<file path="src/rtl/txf_pkg.sv">
package txf_pkg;
  localparam int unsigned REG_W        = 32;
  localparam int unsigned IRQ_EN_BIT   = 3;
  localparam int unsigned ERR_FLAG_BIT = 4;

  typedef enum logic {
    SEL_CTRL = 1'b0,
    SEL_STAT = 1'b1
  } reg_sel_e;
endpackage

</file>
<file path="src/rtl/txf_ptr_ctrl.sv">
module txf_ptr_ctrl #(
  parameter int unsigned DEPTH = 16,
  localparam int unsigned AW   = $clog2(DEPTH),
  localparam int unsigned PW   = AW + 1
) (
  input  logic          clk,
  input  logic          rst_n,
  input  logic          push_valid,
  input  logic          pop_req,
  output logic          push_ok,
  output logic          pop_ok,
  output logic          underrun_evt,
  output logic [AW-1:0] wr_addr,
  output logic [AW-1:0] rd_addr,
  output logic          full,
  output logic          empty
);

  logic [PW-1:0] wr_q, wr_d;
  logic [PW-1:0] rd_q, rd_d;
  logic [PW-1:0] fill;

  // Pointer-derived flags: equal pointers mean empty, equal index with
  // opposite wrap bits means full.
  always_comb begin
    empty        = (wr_q == rd_q);
    full         = (wr_q[AW-1:0] == rd_q[AW-1:0]) && (wr_q[AW] != rd_q[AW]);
    push_ok      = push_valid && !full;
    pop_ok       = pop_req && !empty;
    underrun_evt = pop_req && empty;
    fill         = wr_q - rd_q;
  end

  // Next-state: pointers only move on accepted operations.
  always_comb begin
    wr_d = wr_q;
    rd_d = rd_q;
    if (push_ok) wr_d = wr_q + PW'(1);
    if (pop_ok)  rd_d = rd_q + PW'(1);
  end

  always_ff @(posedge clk or negedge rst_n) begin
    if (!rst_n) begin
      wr_q <= '0;
      rd_q <= '0;
    end else begin
      if (push_ok) wr_q <= wr_d;
      if (pop_ok)  rd_q <= rd_d;
    end
  end

  assign wr_addr = wr_q[AW-1:0];
  assign rd_addr = rd_q[AW-1:0];

  AST_NO_OVERFLOW: assert property (@(posedge clk) disable iff (!rst_n)
    fill <= PW'(DEPTH));

  AST_RD_HOLD_ON_UNDERRUN: assert property (@(posedge clk) disable iff (!rst_n)
    (pop_req && empty) |=> $stable(rd_q));

  AST_FULL_DROPS_PUSH: assert property (@(posedge clk) disable iff (!rst_n)
    (full && push_valid && !pop_req) |=> $stable(wr_q));

endmodule

</file>
<file path="src/rtl/txf_store.sv">
module txf_store #(
  parameter int unsigned DEPTH = 16,
  parameter int unsigned WIDTH = 20,
  localparam int unsigned AW   = $clog2(DEPTH)
) (
  input  logic             clk,
  input  logic             rst_n,
  input  logic             wr_en,
  input  logic [AW-1:0]    wr_addr,
  input  logic [WIDTH-1:0] wr_data,
  input  logic             rd_en,
  input  logic [AW-1:0]    rd_addr,
  output logic [WIDTH-1:0] sample
);

  logic [WIDTH-1:0] mem [DEPTH];
  logic [WIDTH-1:0] sample_q, sample_d;

  // Storage array: no reset needed, entries are only read after a write.
  always_ff @(posedge clk) begin
    if (wr_en) mem[wr_addr] <= wr_data;
  end

  // Output holder: loads only on a real pop, so an underrun repeats it.
  always_comb begin
    sample_d = sample_q;
    if (rd_en) sample_d = mem[rd_addr];
  end

  always_ff @(posedge clk or negedge rst_n) begin
    if (!rst_n) sample_q <= '0;
    else if (rd_en) sample_q <= sample_d;
  end

  assign sample = sample_q;

  AST_SAMPLE_REPEAT: assert property (@(posedge clk) disable iff (!rst_n)
    !rd_en |=> $stable(sample_q));

endmodule

</file>
<file path="src/rtl/txf_err_regs.sv">
module txf_err_regs
  import txf_pkg::*;
(
  input  logic             clk,
  input  logic             rst_n,
  input  logic             wr_en,
  input  logic             sel,
  input  logic [REG_W-1:0] wdata,
  input  logic             underrun_evt,
  output logic [REG_W-1:0] rdata,
  output logic             irq
);

  logic irq_en_q, irq_en_d;
  logic err_q, err_d;
  logic ctrl_wr, stat_clr;
  logic unused_wdata_bits;

  assign unused_wdata_bits = ^{wdata[REG_W-1:ERR_FLAG_BIT+1], wdata[IRQ_EN_BIT-1:0]};

  always_comb begin
    ctrl_wr  = wr_en && (sel == SEL_CTRL);
    stat_clr = wr_en && (sel == SEL_STAT) && wdata[ERR_FLAG_BIT];
  end

  // Next-state: a new underrun outranks a clear in the same cycle.
  always_comb begin
    irq_en_d = ctrl_wr ? wdata[IRQ_EN_BIT] : irq_en_q;
    err_d    = err_q;
    if (stat_clr)     err_d = 1'b0;
    if (underrun_evt) err_d = 1'b1;
  end

  always_ff @(posedge clk or negedge rst_n) begin
    if (!rst_n) begin
      irq_en_q <= 1'b0;
      err_q    <= 1'b0;
    end else begin
      if (ctrl_wr)                 irq_en_q <= irq_en_d;
      if (stat_clr || underrun_evt) err_q   <= err_d;
    end
  end

  always_comb begin
    rdata = '0;
    if (sel == SEL_CTRL) rdata[IRQ_EN_BIT]   = irq_en_q;
    else                 rdata[ERR_FLAG_BIT] = err_q;
  end

  assign irq = irq_en_q && err_q;

  AST_ERR_SET_WINS: assert property (@(posedge clk) disable iff (!rst_n)
    underrun_evt |=> err_q);

  AST_ERR_CLEAR_ONLY_W1C: assert property (@(posedge clk) disable iff (!rst_n)
    $fell(err_q) |-> $past(stat_clr));

  AST_IRQ_NEEDS_ENABLE: assert property (@(posedge clk) disable iff (!rst_n)
    (ctrl_wr && !wdata[IRQ_EN_BIT]) |=> !irq);

endmodule

</file>
<file path="src/rtl/txf_underrun_fifo.sv">
module txf_underrun_fifo
  import txf_pkg::*;
#(
  parameter int unsigned DEPTH = 16,
  parameter int unsigned WIDTH = 20,
  localparam int unsigned AW   = $clog2(DEPTH)
) (
  input  logic             clk,
  input  logic             rst_n,
  input  logic             push_valid,
  input  logic [WIDTH-1:0] push_data,
  output logic             fifo_full,
  output logic             fifo_empty,
  input  logic             pop_req,
  output logic [WIDTH-1:0] sample_out,
  input  logic             reg_wr,
  input  logic             reg_sel,
  input  logic [REG_W-1:0] reg_wdata,
  output logic [REG_W-1:0] reg_rdata,
  output logic             irq
);

  logic          rst_meta_q, rst_sync_q;
  logic          push_ok, pop_ok, underrun_evt;
  logic [AW-1:0] wr_addr, rd_addr;

  // Asynchronous assert, synchronous two-stage release.
  always_ff @(posedge clk or negedge rst_n) begin
    if (!rst_n) begin
      rst_meta_q <= 1'b0;
      rst_sync_q <= 1'b0;
    end else begin
      rst_meta_q <= 1'b1;
      rst_sync_q <= rst_meta_q;
    end
  end

  txf_ptr_ctrl #(.DEPTH(DEPTH)) u_ptr (
    .clk          (clk),
    .rst_n        (rst_sync_q),
    .push_valid   (push_valid),
    .pop_req      (pop_req),
    .push_ok      (push_ok),
    .pop_ok       (pop_ok),
    .underrun_evt (underrun_evt),
    .wr_addr      (wr_addr),
    .rd_addr      (rd_addr),
    .full         (fifo_full),
    .empty        (fifo_empty)
  );

  txf_store #(.DEPTH(DEPTH), .WIDTH(WIDTH)) u_store (
    .clk     (clk),
    .rst_n   (rst_sync_q),
    .wr_en   (push_ok),
    .wr_addr (wr_addr),
    .wr_data (push_data),
    .rd_en   (pop_ok),
    .rd_addr (rd_addr),
    .sample  (sample_out)
  );

  txf_err_regs u_regs (
    .clk          (clk),
    .rst_n        (rst_sync_q),
    .wr_en        (reg_wr),
    .sel          (reg_sel),
    .wdata        (reg_wdata),
    .underrun_evt (underrun_evt),
    .rdata        (reg_rdata),
    .irq          (irq)
  );

  AST_UNDERRUN_SETS_IRQ: assert property (@(posedge clk) disable iff (!rst_sync_q)
    (pop_req && fifo_empty && reg_rdata[IRQ_EN_BIT] && reg_sel == SEL_CTRL) |=> irq);

endmodule

</file>
<file path="config.mk">
export PLATFORM = sky130hd
export DESIGN_NAME = txf_underrun_fifo
export DESIGN_NICKNAME = d
export VERILOG_FILES = /design/src/rtl/txf_pkg.sv /design/src/rtl/txf_ptr_ctrl.sv /design/src/rtl/txf_store.sv /design/src/rtl/txf_err_regs.sv /design/src/rtl/txf_underrun_fifo.sv
export SDC_FILE = /design/constraint.sdc
export NUM_CORES = 1
export LEC_CHECK = 0
export BUFFER_PORTS_ARGS = -buffer_cell sky130_fd_sc_hd__buf_2
export CORE_MARGIN = 4
export CORE_UTILIZATION = 58
export DETAILED_ROUTE_END_ITERATION = 8
export PLACE_DENSITY = 0.78
export SYNTH_ARGS = -nofsm -noshare
export SYNTH_HDL_FRONTEND = slang
export SYNTH_SLANG_ARGS = --single-unit
</file>
<file path="constraint.sdc">
create_clock -name clk -period 1.5 [get_ports clk]
set_input_delay 0.15 -clock clk [delete_from_list [all_inputs] [get_ports clk]]
set_output_delay 0.15 -clock clk [all_outputs]
set_load 0.03 [all_outputs]
</file>
=== Yosys cells after proc, flatten, opt, wreduce, memory -nomap -nowiden ===
Memories as Yosys holds them, arrays and structs flattened. A register that Yosys moved wholly into a read port is not among the register bits.
Index checks and enable logic that the tools add are counted.
W data, S select, Z words.

* Add/subtract/negate cells: 2
* Equality and inequality tests: 3
* Mux-type cells: 6
* Bitwise logic cells: 1
* Reductions and logical operators: 14

{| class="wikitable"
|+ Operator list
! kind !! number
|-
| $add A5 B1 Y5 const B || 2
|-
| $logic_and A1 B1 Y1 || 8
|-
| $mux W1 || 6
|-
| $eq A5 B5 Y1 || 1
|-
| $eq A4 B4 Y1 || 1
|-
| $logic_not A1 Y1 || 3
|-
| $reduce_and A2 Y1 || 1
|-
| $reduce_bool A2 Y1 || 1
|-
| $logic_or A1 B1 Y1 || 1
|-
| $ne A1 B1 Y1 || 1
|-
| $not A1 Y1 || 1
|}

* Bits in registers: 14
* RAM bits: 320
* Bits of input ports: 58
* Output and inout bits: 55
* Word-level logic and storage cells: 33
* Memories kept: 1

{| class="wikitable"
|+ Memory list
! memory !! words !! width !! read ports !! clocked after Yosys merged registers in !! wr ports !! line !! RTL
|-
| u_store.mem || 16 || 20 || 1 || 1 || 1 || txf_store.sv:16 || <nowiki>logic [WIDTH-1:0] mem [DEPTH];</nowiki>
|}

=== Logic depth before layout (Yosys ltp) ===
* Depth after elaboration: 6
* Depth in mapped cells: 7

=== By module ===
A second synthesis with hierarchy kept.

* Cells, all modules: 658
* Area total of the unflattened synthesis: 14057.2 sq um

{| class="wikitable"
|+ By module, submodules not included
! module !! times used !! cells an instance !! area each (sq um) !! sequential area each (sq um)
|-
| txf_store || 1 || 557 || 13037.5 || 10109.7
|-
| txf_ptr_ctrl || 1 || 58 || 631.9 || 250.2
|-
| txf_err_regs || 1 || 40 || 334.1 || 50.0
|-
| txf_underrun_fifo || 1 || 3 || 53.8 || 50.0
|}

=== Least setup slack after synthesis ===
No wires, ideal clock.

* Kind: register to register
* Start: register u_ptr.wr_q[3]
* End: memory u_store.mem[3][0] (enable)
* Data arrival time: 2521 ps
* Required time: 1078 ps
* Path slack: -1443 ps
* Cell stages (with the launch flop): 6
* Period minus slack after synthesis: 2943 ps
* Path through: dfrtp_1 -> clkbuf_1 -> xnor2_1 -> nand4_1 -> o211ai_1 -> nor3_1

* Word-level cells in the longest chain between the ends: 6

{| class="wikitable"
|+ RTL lines
! item !! line !! RTL
|-
| from (decl) || txf_ptr_ctrl.sv:19 || <nowiki>logic [PW-1:0] wr_q, wr_d;</nowiki>
|-
| from (signal assigned) || txf_ptr_ctrl.sv:47 || <nowiki>if (push_ok) wr_q <= wr_d;</nowiki>
|-
| $eq A4 B4 Y1 || txf_ptr_ctrl.sv:27 || <nowiki>full = (wr_q[AW-1:0] == rd_q[AW-1:0]) && (wr_q[AW] != rd_q[AW]);</nowiki>
|-
| $logic_and A1 B1 Y1 || txf_ptr_ctrl.sv:27 ||
|-
| $logic_not A1 Y1 || txf_ptr_ctrl.sv:28 || <nowiki>push_ok = push_valid && !full;</nowiki>
|-
| $logic_and A1 B1 Y1 || txf_ptr_ctrl.sv:28 ||
|-
| $mux W1 || txf_store.sv:21 || <nowiki>if (wr_en) mem[wr_addr] <= wr_data;</nowiki>
|-
| $mux W1 (not written as such) || txf_store.sv:21 ||
|-
| to (decl) || txf_store.sv:16 ||
|}

Parallel ways exist; a longest one is shown, timed or not.

=== Worst setup path after layout ===
* Start: register u_ptr.rd_q[1]
* End: register u_store.sample_q[16], in the netlist u_store.sample[16], read port of u_store.mem

* Word-level cells in the longest chain between the ends: 3

{| class="wikitable"
|+ RTL lines
! item !! line !! RTL
|-
| from (decl) || txf_ptr_ctrl.sv:20 || <nowiki>logic [PW-1:0] rd_q, rd_d;</nowiki>
|-
| from (signal assigned) || txf_ptr_ctrl.sv:48 || <nowiki>if (pop_ok) rd_q <= rd_d;</nowiki>
|-
| $eq A5 B5 Y1 || txf_ptr_ctrl.sv:26 || <nowiki>empty = (wr_q == rd_q);</nowiki>
|-
| $logic_not A1 Y1 || txf_ptr_ctrl.sv:29 || <nowiki>pop_ok = pop_req && !empty;</nowiki>
|-
| $logic_and A1 B1 Y1 || txf_ptr_ctrl.sv:29 ||
|-
| to (decl) || txf_store.sv:17 || <nowiki>logic [WIDTH-1:0] sample_q, sample_d;</nowiki>
|}

Parallel ways exist; a longest one is shown, timed or not.
A chain may end at the register's enable or synchronous reset.

==> out/results.tsv <==
metric	value	unit
status	complete, but fails checks	
violations	negative setup slack	
arrival	2.58	ns
rsz0062_at_grt	true	
grt_max_degree	49	
ys_seq_area_frac	0.7412	
yosysTopAreaCellShare	0.6809	
dp_hpwl	18700	um
grt_pass1_wl	48170	um
fmax	462.0	MHz
final_core_util	0.7249	
reg2regPathDepth	6	
gr-usage-all-layers	0.2460	
place_inst	1117	
vias_per_cell	6.072	
clock_skew	0.02083	ns
instances_no_fill	1216	
place_ws	-0.7167	ns
areaGrowthSynthToFinish	21.65	%
critPathCaptureType	flip-flop	
drv_slew	0	
cts_made_buffers	36	
crit_required	1.91	ns
cp-start-kind	flip-flop	
layout.nets	932	
slew_headroom	0.6049	
initial_utilization	0.5959	
critPathKind	reg2reg	
yosys_warnings	0	
drcViolationCount	0	
first_iter_violations	815	
min_from	push_data[7]	
diodes	0	
synth_edf_count	320	
fillCellCount	1361	
syn_area	14110	um2
crit-reg2reg-launch	u_ptr.rd_q[1]	
path_clk_slew	0.06	ns
synth_top_area_cell	edfxtp_1	
drt-wirelength-per-cell	26.72	um
ant_nets	0	
fin_crit	2.164	ns
hold_end	u_store.mem[14][7]	
hp-class	in2reg	
netlist_instances	713	
io_pins	113	
rrSetupSlack	-0.66	ns
avgSynthCellArea	19.79	um2
async_reset_ff_frac	0.09605	
synthTopCellsByArea	edfxtp_1 68%, dfrtp_1 6.0%, mux2i_1 5.7%	
drive_gt1_frac	0.3423	
cellLeakagePower	6.164	nW
die_w	164.0	um
antenna_found_initial	2	
tightest_slew	0.5927	ns
root_buffer	clkbuf_16	
tns	-170.57	ns
setup_ws	-0.6644	ns
gp_congestion	0.7604	
die_y	164.0	um
grt_overflow	0	
port_buffers	52	
synthTopCellsByCount	320 x edfxtp_1, 80 x mux2i_1, 43 x mux2_2	
min_path_cells	1	
routed_wl	32490	um
layout_worst_path_cycle_share	1.443	
grt_pass1_vias	7647	
whs	0.01442	ns
ys_types	31	
finalHoldViolCount	0	
cts_tree	built	
dr_total_vias	7384	
clock_sinks	354	
dieArea	26890	um2
clk_latency	0.53	ns
drv_cap	0	
yosysMostFrequentCell	edfxtp_1	
synth_top_flop_cell	edfxtp_1	
path_max_fanout	10	
vdd_drop_max	1.051	mV
p_per_area	1990	nW/um2
fp.coreArea	23680	um2
synth.ff_latch_count	354	
setup_violations	352	
htreeDepth	2	
rows	56	
firstDrtPassIters	5	
clockBufferDepth	3	
r2r-end	u_store.sample[16]	
## metal layers
metal | vias up | wire, um | GRT usage
met5 | - | 13 | 0
met4 | 2 | 682 | 0.06939
met3 | 41 | 2356 | 0.03940
met2 | 346 | 16500 | 0.4134
met1 | 3840 | 12940 | 0.3401
li1 | 3155 | - | -
## state kept, by name, indices dropped and copies added (netlist names)
signal / count
u_store.sample: 20
u_ptr.rd_q: 5
u_ptr.wr_q: 5
u_regs.err_q: 1
u_regs.irq_en_q: 1
rst_meta_q: 1
u_store.mem: 320
rst_sync_q: 1
## timing repair
| action | 4_1_cts | 5_1_grt |
|---|---|---|
| hold buffers | 14 | 0 |
| endpoints found under the hold margin | 89 | 0 |
| buffers inserted | 9 | 7 |
| setup endpoints to repair | 352 | 353 |
| cloned | 2 | 1 |
| pin swaps | 2 | 1 |
| resized for setup | 30 | 13 |
## power breakdown
| group | total [W] | internal [W] | switching [W] | leakage (nW) |
|---|---|---|---|---|
| Combinational | 0.0124 | 0.00595 | 0.00642 | 2.29 |
| Sequential | 0.0127 | 0.0121 | 0.000574 | 3.28 |
| Clock | 0.00909 | 0.00546 | 0.00364 | 0.595 |
## worst max-delay path, stage by stage, from the launching register on
cell	delay [ns]
dfrtp_2	0.46
buf_12	0.16
buf_12	0.11
mux4_2	0.50
mux2_4	0.28
a22o_4	0.27
mux2_2	0.26
## cell families (layout without fill, tap and decap cells)
group,count (synthesis),count (layout),synth area share
mux,163,163,0.1597
other cells,2,31,0.0005322
buf+inv,73,227,0.03139
flops,354,354,0.7412
xor+xnor,14,14,0.008689
fa+ha+maj,5,5,0.004433
compound gates,69,70,0.04034
simple gates,33,33,0.01374
## cells in the final DEF (no fill, tap or decap), types with 2 or more instances in the layout
| cell type | instances |
|---|---|
| o211ai_1 | 4 |
| buf_16 | 2 |
| o21a_4 | 2 |
| a22oi_1 | 20 |
| xnor2_1 | 12 |
| buf_4 | 51 |
| nor2_1 | 3 |
| mux2_4 | 11 |
| and2_1 | 4 |
| mux4_1 | 4 |
| and3_4 | 12 |
| buf_2 | 50 |
| inv_6 | 3 |
| conb_1 | 31 |
| a22o_4 | 2 |
| nor2b_4 | 2 |
| clkbuf_16 | 38 |
| a221oi_1 | 20 |
| dlygate4sd3_1 | 14 |
| mux4_2 | 36 |
| and3_1 | 2 |
| ha_1 | 5 |
| mux2_2 | 32 |
| buf_12 | 35 |
| mux2i_1 | 80 |
| clkinv_2 | 9 |
| dfrtp_1 | 32 |
| bufinv_16 | 5 |
| clkbuf_1 | 5 |
| edfxtp_1 | 320 |
| buf_6 | 5 |
| clkinvlp_4 | 2 |
| clkinv_1 | 4 |
| a22o_1 | 19 |
| nor2b_1 | 5 |
| inv_1 | 2 |
## final cells by class
class                      count  area, um2  area share
tap                          319      399.1     0.02325
sequential                   354      10470      0.6096
multi-input combinational    316       3472      0.2022
inverter                       3      11.26   0.0006559
timing repair buffer         158       1610     0.09380
clock buffer                  43      958.4     0.05583
clock inverter                23      251.5     0.01465
## worst max-delay path by stage
stage,slack [ns],end,startpoint,cells past startpoint
after floorplan,-0.65,u_store.mem[11][0],u_ptr.rd_q[1],5
after global placement,-0.64,u_store.sample[16],u_ptr.rd_q[1],5
after detailed placement,-0.72,u_store.sample[16],u_ptr.rd_q[1],5
after CTS,-0.68,u_store.sample[14],u_ptr.rd_q[1],6
after global routing,-0.72,u_store.sample[17],u_ptr.rd_q[1],5
final,-0.66,u_store.sample[16],u_ptr.rd_q[1],6
## metrics by stage
step	power (W)	instance area, um2
6_report	0.03417	17170
5_1_grt	0.03554	17170
4_1_cts	0.03378	17050
3_5_place_dp	0.02397	15530
3_3_place_gp	0.02364	15530
2_1_floorplan	0.02000	14310
No activity file was read; power rests on OpenSTA's default activity.
